**config.mk**
```make
export PLATFORM = sky130hd
export DESIGN_NAME = irq_vec_ctrl
export DESIGN_NICKNAME = d
export VERILOG_FILES = /design/src/rtl/intc_pkg.sv /design/src/rtl/intc_bank.sv /design/src/rtl/intc_nmi.sv /design/src/rtl/intc_lowest.sv /design/src/rtl/irq_vec_ctrl.sv
export SDC_FILE = /design/constraint.sdc
export NUM_CORES = 1
export LEC_CHECK = 0
export ABC_AREA = 0
export BUFFER_PORTS_ARGS = -buffer_cell sky130_fd_sc_hd__buf_2
export CORE_MARGIN = 2
export CORE_UTILIZATION = 27
export DETAILED_ROUTE_END_ITERATION = 16
export PLACE_DENSITY = 0.46
export REMOVE_ABC_BUFFERS = 1
export SLEW_MARGIN = 20
export SYNTH_ARGS = -nofsm -noshare
export SYNTH_HDL_FRONTEND = slang
export SYNTH_SLANG_ARGS = --single-unit
```
**constraint.sdc**
```tcl
create_clock -name clk -period 3.6 [get_ports clk]
set_clock_uncertainty 0.05 [all_clocks]
set_input_delay 0.36 -clock clk [delete_from_list [all_inputs] [get_ports clk]]
set_output_delay 0.36 -clock clk [all_outputs]
set_load 0.01 [all_outputs]
```
**src/rtl/intc_pkg.sv**
```systemverilog
// Shared constants and types of the vectored interrupt controller.
// Assumes byte offsets on a word-aligned register bus.
package intc_pkg;

    localparam int OFF_VECTOR   = 32'h00;
    localparam int OFF_PROTECT  = 32'h08;
    localparam int OFF_TRIGCTL  = 32'h0C;
    localparam int OFF_PENDING  = 32'h10;
    localparam int EN_BASE_STD  = 32'h40;
    localparam int MSK_BASE_STD = 32'h50;
    localparam int EN_BASE_ALT  = 32'h20;
    localparam int MSK_BASE_ALT = 32'h30;

    // Trigger type for source 0; the encoding is visible at offset 0x0C.
    typedef enum logic [1:0] {
        TRIG_HIGH = 2'd0,
        TRIG_LOW  = 2'd1,
        TRIG_RISE = 2'd2,
        TRIG_FALL = 2'd3
    } trig_e;

endpackage

```
**src/rtl/intc_bank.sv**
```systemverilog
// One bank of enable and mask state for BANK_W sources.
// Produces the active vector pending & enable & ~mask.
// Assumes the write strobes are decoded one-hot by the parent.
module intc_bank #(
    parameter int BANK_W = 32
) (
    input  logic              clk,
    input  logic              rst_n,
    input  logic              en_we_i,
    input  logic              msk_we_i,
    input  logic [31:0]       wdata_i,
    input  logic [BANK_W-1:0] pend_i,
    output logic [BANK_W-1:0] en_o,
    output logic [BANK_W-1:0] msk_o,
    output logic [BANK_W-1:0] act_o
);

    logic [BANK_W-1:0] en_q;
    logic [BANK_W-1:0] msk_q;

    // Hold enable and mask bits, loaded by full-word writes.
    always_ff @(posedge clk) begin
        if (!rst_n) begin
            en_q  <= '0;
            msk_q <= '0;
        end else begin
            if (en_we_i)  en_q  <= wdata_i[BANK_W-1:0];
            if (msk_we_i) msk_q <= wdata_i[BANK_W-1:0];
        end
    end

    // Gate pending sources by enable and mask.
    always_comb act_o = pend_i & en_q & ~msk_q;

    assign en_o  = en_q;
    assign msk_o = msk_q;

    // an enable write lands in the register at the next edge
    assert_en_load_R10: assert property (@(posedge clk) disable iff (!rst_n)
        en_we_i |=> (en_o == $past(wdata_i[BANK_W-1:0])));

    // a masked bit never shows as active
    assert_mask_blocks_R4: assert property (@(posedge clk) disable iff (!rst_n)
        ((act_o & msk_o) == '0));

endmodule

```
**src/rtl/intc_nmi.sv**
```systemverilog
// Trigger detector and sticky pending latch for source 0.
// The latch is set by the selected level or edge and cleared by software.
// Assumes line_i is already synchronous to clk.
module intc_nmi
    import intc_pkg::*;
(
    input  logic  clk,
    input  logic  rst_n,
    input  logic  line_i,
    input  trig_e mode_i,
    input  logic  clr_i,
    output logic  pend_o
);

    logic prev_q;
    logic pend_q;
    logic trig;

    // Decide whether the current line state fires the trigger.
    always_comb begin
        unique case (mode_i)
            TRIG_HIGH: trig = line_i;
            TRIG_LOW:  trig = !line_i;
            TRIG_RISE: trig = line_i && !prev_q;
            TRIG_FALL: trig = !line_i && prev_q;
            default:   trig = 1'b0;
        endcase
    end

    // Track the previous line level and hold pending; set wins over clear.
    always_ff @(posedge clk) begin
        if (!rst_n) begin
            prev_q <= 1'b0;
            pend_q <= 1'b0;
        end else begin
            prev_q <= line_i;
            if (trig)       pend_q <= 1'b1;
            else if (clr_i) pend_q <= 1'b0;
        end
    end

    assign pend_o = pend_q;

    // pending stays set unless software clears it
    assert_nmi_sticky_R7: assert property (@(posedge clk) disable iff (!rst_n)
        (pend_o && !clr_i) |=> pend_o);

    // in rising mode a clear with the line low always takes effect
    assert_nmi_rise_clear_R8: assert property (@(posedge clk) disable iff (!rst_n)
        (clr_i && mode_i == TRIG_RISE && !line_i) |=> !pend_o);

endmodule

```
**src/rtl/intc_lowest.sv**
```systemverilog
// Finds the lowest set bit of an N-bit vector and reports its index.
// Purely combinational; clk and rst_n only clock the checks.
module intc_lowest #(
    parameter int N = 96,
    localparam int IDX_W = $clog2(N)
) (
    input  logic             clk,
    input  logic             rst_n,
    input  logic [N-1:0]     vec_i,
    output logic             any_o,
    output logic [IDX_W-1:0] idx_o
);

    // Scan from the top so the lowest set index is the last one taken.
    always_comb begin
        any_o = |vec_i;
        idx_o = '0;
        for (int i = N - 1; i >= 0; i--) begin
            if (vec_i[i]) idx_o = IDX_W'(i);
        end
    end

    // the reported bit is set
    assert_pick_set_R11: assert property (@(posedge clk) disable iff (!rst_n)
        any_o |-> vec_i[idx_o]);

    // no set bit lies below the reported one
    assert_pick_lowest_R11: assert property (@(posedge clk) disable iff (!rst_n)
        any_o |-> ((vec_i & ((N'(1) << idx_o) - N'(1))) == '0));

    // an empty vector reports index zero
    assert_idle_zero_R2: assert property (@(posedge clk) disable iff (!rst_n)
        !any_o |-> (idx_o == '0));

endmodule

```
**src/rtl/irq_vec_ctrl.sv**
```systemverilog
// Vectored interrupt controller: banks of enable and mask state,
// a sticky triggered source 0, a lowest-index vector and a registered
// interrupt output. Register reads are combinational; writes take
// effect at the clock edge. Assumes bus_addr_i is a byte offset.
module irq_vec_ctrl
    import intc_pkg::*;
#(
    parameter int NUM_BANKS = 3,
    parameter int BANK_W    = 32,
    parameter int ADDR_W    = 8,
    parameter bit ALT_MAP   = 1'b0,
    localparam int NSRC     = NUM_BANKS * BANK_W,
    localparam int IDX_W    = $clog2(NSRC),
    localparam int EN_BASE  = ALT_MAP ? EN_BASE_ALT : EN_BASE_STD,
    localparam int MSK_BASE = ALT_MAP ? MSK_BASE_ALT : MSK_BASE_STD
) (
    input  logic              clk,
    input  logic              rst_n,
    input  logic [NSRC-1:0]   src_i,
    input  logic              bus_we_i,
    input  logic [ADDR_W-1:0] bus_addr_i,
    input  logic [31:0]       bus_wdata_i,
    output logic [31:0]       bus_rdata_o,
    output logic              irq_o
);

    logic              prot_q;
    trig_e             trig_q;
    logic              nmi_pend;
    logic              nmi_clr;
    logic [NSRC-1:0]   pend;
    logic [NSRC-1:0]   en_all;
    logic [NSRC-1:0]   msk_all;
    logic [NSRC-1:0]   act_all;
    logic              any_act;
    logic [IDX_W-1:0]  act_idx;
    logic              irq_q;

    // Software clears source 0 with a one in bit 0 of pending bank 0.
    always_comb nmi_clr = bus_we_i && (bus_addr_i == ADDR_W'(OFF_PENDING))
                          && bus_wdata_i[0];

    intc_nmi u_nmi (
        .clk    (clk),
        .rst_n  (rst_n),
        .line_i (src_i[0]),
        .mode_i (trig_q),
        .clr_i  (nmi_clr),
        .pend_o (nmi_pend)
    );

    // Level sources are pending while their line is high.
    always_comb pend = {src_i[NSRC-1:1], nmi_pend};

    for (genvar b = 0; b < NUM_BANKS; b++) begin : g_bank
        logic en_we;
        logic msk_we;
        always_comb en_we  = bus_we_i && (bus_addr_i == ADDR_W'(EN_BASE + 4 * b));
        always_comb msk_we = bus_we_i && (bus_addr_i == ADDR_W'(MSK_BASE + 4 * b));
        intc_bank #(.BANK_W(BANK_W)) u_bank (
            .clk      (clk),
            .rst_n    (rst_n),
            .en_we_i  (en_we),
            .msk_we_i (msk_we),
            .wdata_i  (bus_wdata_i),
            .pend_i   (pend[b*BANK_W +: BANK_W]),
            .en_o     (en_all[b*BANK_W +: BANK_W]),
            .msk_o    (msk_all[b*BANK_W +: BANK_W]),
            .act_o    (act_all[b*BANK_W +: BANK_W])
        );
    end

    intc_lowest #(.N(NSRC)) u_lowest (
        .clk   (clk),
        .rst_n (rst_n),
        .vec_i (act_all),
        .any_o (any_act),
        .idx_o (act_idx)
    );

    // Control registers: protection bit and source-0 trigger type.
    always_ff @(posedge clk) begin
        if (!rst_n) begin
            prot_q <= 1'b0;
            trig_q <= TRIG_HIGH;
        end else if (bus_we_i) begin
            if (bus_addr_i == ADDR_W'(OFF_PROTECT)) prot_q <= bus_wdata_i[0];
            if (bus_addr_i == ADDR_W'(OFF_TRIGCTL)) trig_q <= trig_e'(bus_wdata_i[1:0]);
        end
    end

    // Register the OR of all active sources toward the processor.
    always_ff @(posedge clk) begin
        if (!rst_n) irq_q <= 1'b0;
        else        irq_q <= any_act;
    end

    assign irq_o = irq_q;

    // Read mux; unmapped offsets return zero.
    always_comb begin
        bus_rdata_o = '0;
        if (bus_addr_i == ADDR_W'(OFF_VECTOR) && any_act)
            bus_rdata_o = 32'(act_idx) << 2;
        if (bus_addr_i == ADDR_W'(OFF_PROTECT))
            bus_rdata_o = {31'b0, prot_q};
        if (bus_addr_i == ADDR_W'(OFF_TRIGCTL))
            bus_rdata_o = {30'b0, trig_q};
        for (int b = 0; b < NUM_BANKS; b++) begin
            if (bus_addr_i == ADDR_W'(OFF_PENDING + 4 * b))
                bus_rdata_o = 32'(pend[b*BANK_W +: BANK_W]);
            if (bus_addr_i == ADDR_W'(EN_BASE + 4 * b))
                bus_rdata_o = 32'(en_all[b*BANK_W +: BANK_W]);
            if (bus_addr_i == ADDR_W'(MSK_BASE + 4 * b))
                bus_rdata_o = 32'(msk_all[b*BANK_W +: BANK_W]);
        end
    end

    // an active source raises the output one clock later
    assert_irq_rise_R5: assert property (@(posedge clk) disable iff (!rst_n)
        any_act |=> irq_o);

    // with nothing active the output drops one clock later
    assert_irq_fall_R5: assert property (@(posedge clk) disable iff (!rst_n)
        !any_act |=> !irq_o);

endmodule

```
==> impl_results.md <==
- Status: complete, no violations
- Critical Path AT: 3.04 ns
- Rel. slew slack: 0.537
- Tightest Pin Transition: 0.676 ns
- Vias: 12100
- Avg WL per Cell: 24.5 µm
- Mean area per synthesized cell: 7.55 µm²
- Final antenna-violating net count: 0
- Leak: 5.04 nW
- GPL Wtd Cong: 0.947
- Startpoint Class: flip-flop
- Vias per Instance: 5.57
- Crit. End Element: output port
- Max Slew Vio Count: 0
- GRT Overall Usage: 0.241
- Cell area after synthesis: 11200 µm²
- Clock Latency Late Sink: 0.46 ns
- Starting Density: 0.273
- Post-CTS sizing: 0
- Iter 0 DRT Violations: 1195
- Synth cell types: 61
- HPWL Detailed: 37900 µm
- CTS tree: yes
- Placed Area: 12800 µm²
- Yosys Warn Count: 0
- Largest net degree at the start of global routing: 106
- Comb power frac: 0.064
- Final #Nets: 1763
- Longest Clk Path Bufs: 2
- Filler Cells Inserted: 4430
- Final instance area: 13400 µm²
- Seq/Total Area, Yosys: 0.355
- Main synth FF type: dfxtp_1
- Commonest non-fill, non-tap cell in the layout: nand2_1
- Clk sinks: 198
- Hold buffer count at CTS: 0
- Cts bufs inserted: 17
- Slowest-stage cell, CP: a311oi_1
- Crit-path max cell delay: 0.51 ns
- Critical setup path kind: flip-flop to output port
- Hold Crit Class: primary input to flip-flop
- Worst EP required: 3.19 ns
- Worst-path clk slew: 0.08 ns
- Most frequent cells in the layout: nand2_1 (468), dfxtp_1 (198), a21boi_0 (183), buf_2 (170), nand3b_1 (85)
- Sum Neg Setup Slack: 0 ns
- Die Ht: 207 µm
- Share of the synthesized area in the top cell type: 0.355
- Layout area overhead: 20.1%
- Core area: 40800 µm²
- Die area: 43000 µm²
- Maximum clock rate: 290 MHz
- Switch Pwr: 0.00117 W
- H-tree depth: 4
- Max Cap Viol: 0
- Post-Route WL: 53200 µm
- Cell Chain, Critical Path: nand3b_1, nor2b_1, a311oi_1, a2111oi_0, o21ai_0, nand4_1, a31oi_1, o21ai_1, buf_2
- Cell taking the most area after synthesis: dfxtp_1
- First-pass GRT wire length: 78000 µm
- RSZ-0062 raised after global routing: false
- Fin crit period: 3.45 ns
- Crit path max fanout: 4
- Root Buffer: clkbuf_16
- DR pass1 iterations: 8
- Seq pwr share: 0.491
- Grt ovf: 0
- DRC viols: 0
- Post-synthesis instance total: 1478
- Power Internal: 0.00329 W
- # diodes: 0
- Max rail drop VDD: 0.000282 V
- Vias in the first global route: 11600
- Post-route clock period utilization: 0.958
- Final hold violation count: 0
- Synth top area cells: dfxtp_1 (36%), nand2_1 (16%), a21boi_0 (12%), nand3b_1 (5.7%), a222oi_1 (3.0%)
- Share of layout cells above drive strength 1: 0.172
- EDFF count, synth: 0
- Switch share: 0.263
- Initial antenna violation count: 0
- Synth async-reset ratio: 0
- Clk pwr share: 0.445
- Port Buf Inserts: 171
- Power density relative to cell area: 333 nW/µm²
- Die Wd: 207 µm
- # setup viols final: 0
- I/O Pins: 172
- # Post-CTS Setup Buffers: 0
- #FFs+latches synth: 198
- Row count: 74
[critical path: cells and delay by family, from the launching register on]
kind	cells	cell delay, ns
compound gates	5	1.46
buf+inv	1	0.18
flops	1	0.33
simple gates	3	0.62
[cell usage after synthesis, types with 20 or more instances]
library cell and count:
nand3_1 46, a22oi_1 41, and3b_1 20, dfxtp_1 198, a21oi_1 22, buf_2 37, a21boi_0 183, nand2_1 468
nand3b_1 85, o21ai_0 34, nand4_1 22, clkbuf_1 59, nor2_1 44, a222oi_1 33
[flip-flops by register name (all words and copies together), names as in the netlist]
signal,flops
g_bank.u_bank.en_o,96
u_nmi.pend_o,1
g_bank.u_bank.msk_o,96
prot_q,1
trig_q,2
u_nmi.prev_q,1
irq_o,1
[power by group through the flow]
stage                     Sequential (W)  Combinational [W]  Clock (W)
after detailed placement         0.00225           0.000280          0
after global routing             0.00220           0.000300    0.00208
after global placement           0.00225           0.000281          0
final                            0.00220           0.000285    0.00199
after CTS                        0.00220           0.000281    0.00202
after floorplan                  0.00225          0.0000636          0
[metal layers]
layer | vias up | global-route usage | wire length, µm
li1 | 5615 | - | -
met1 | 5955 | 0.332 | 24000
met2 | 472 | 0.404 | 25200
met3 | 38 | 0.0357 | 3540
met4 | 0 | 0.0429 | 521
met5 | - | 0 | 0
[path summary, 6_finish.rpt]
check                                                             start                                endpoint  slack, ns  cells after the start
worst max-delay path            g_bank[2].u_bank.msk_o[26]$_SDFFE_PN0P_                          bus_rdata_o[2]       0.15                      9
worst min-delay path                                           src_i[0]                 u_nmi.prev_q$_SDFF_PN0_       0.08                      2
worst max register to register  g_bank[2].u_bank.msk_o[30]$_SDFFE_PN0P_                        irq_o$_SDFF_PN0_       1.46                      6
worst min register to register   g_bank[2].u_bank.msk_o[4]$_SDFFE_PN0P_  g_bank[2].u_bank.msk_o[4]$_SDFFE_PN0P_       0.42                      2
[kinds of logic (layout without fill, tap and decap cells)]
group / after synthesis / count (layout) / synth area share
xor+xnor: 2 / 2 / 0.00157
simple gates: 752 / 752 / 0.321
flops: 198 / 198 / 0.355
buf+inv: 105 / 264 / 0.0395
compound gates: 421 / 421 / 0.282
[layout make-up]
class                           instances  area, µm²  area share
Multi-Input combinational cell       1175       6820       0.509
Clock buffer                           18        439      0.0328
Inverter                                8       30.0     0.00224
Sequential cell                       198       3960       0.296
Timing Repair Buffer                  224       1340       0.100
Clock inverter                         14        139      0.0104
Tap cell                              532        666      0.0497
[per-stage QoR]
step	total power (W)	cells	setup slack (ns)	utilization	hold slack, ns
finish	0.00447	2169	0.150	0.328	0.0840
global route	0.00458	2169	0.0409	0.328	0.0802
CTS	0.00450	2169	0.0106	0.327	0.0655
detailed placement	0.00253	2137	0.369	0.313	0.408
global placement	0.00253	2137	0.360	0.313	0.402
floorplan	0.00231	1381	0.581	-	0.392
(Power assumes the default switching activity.)
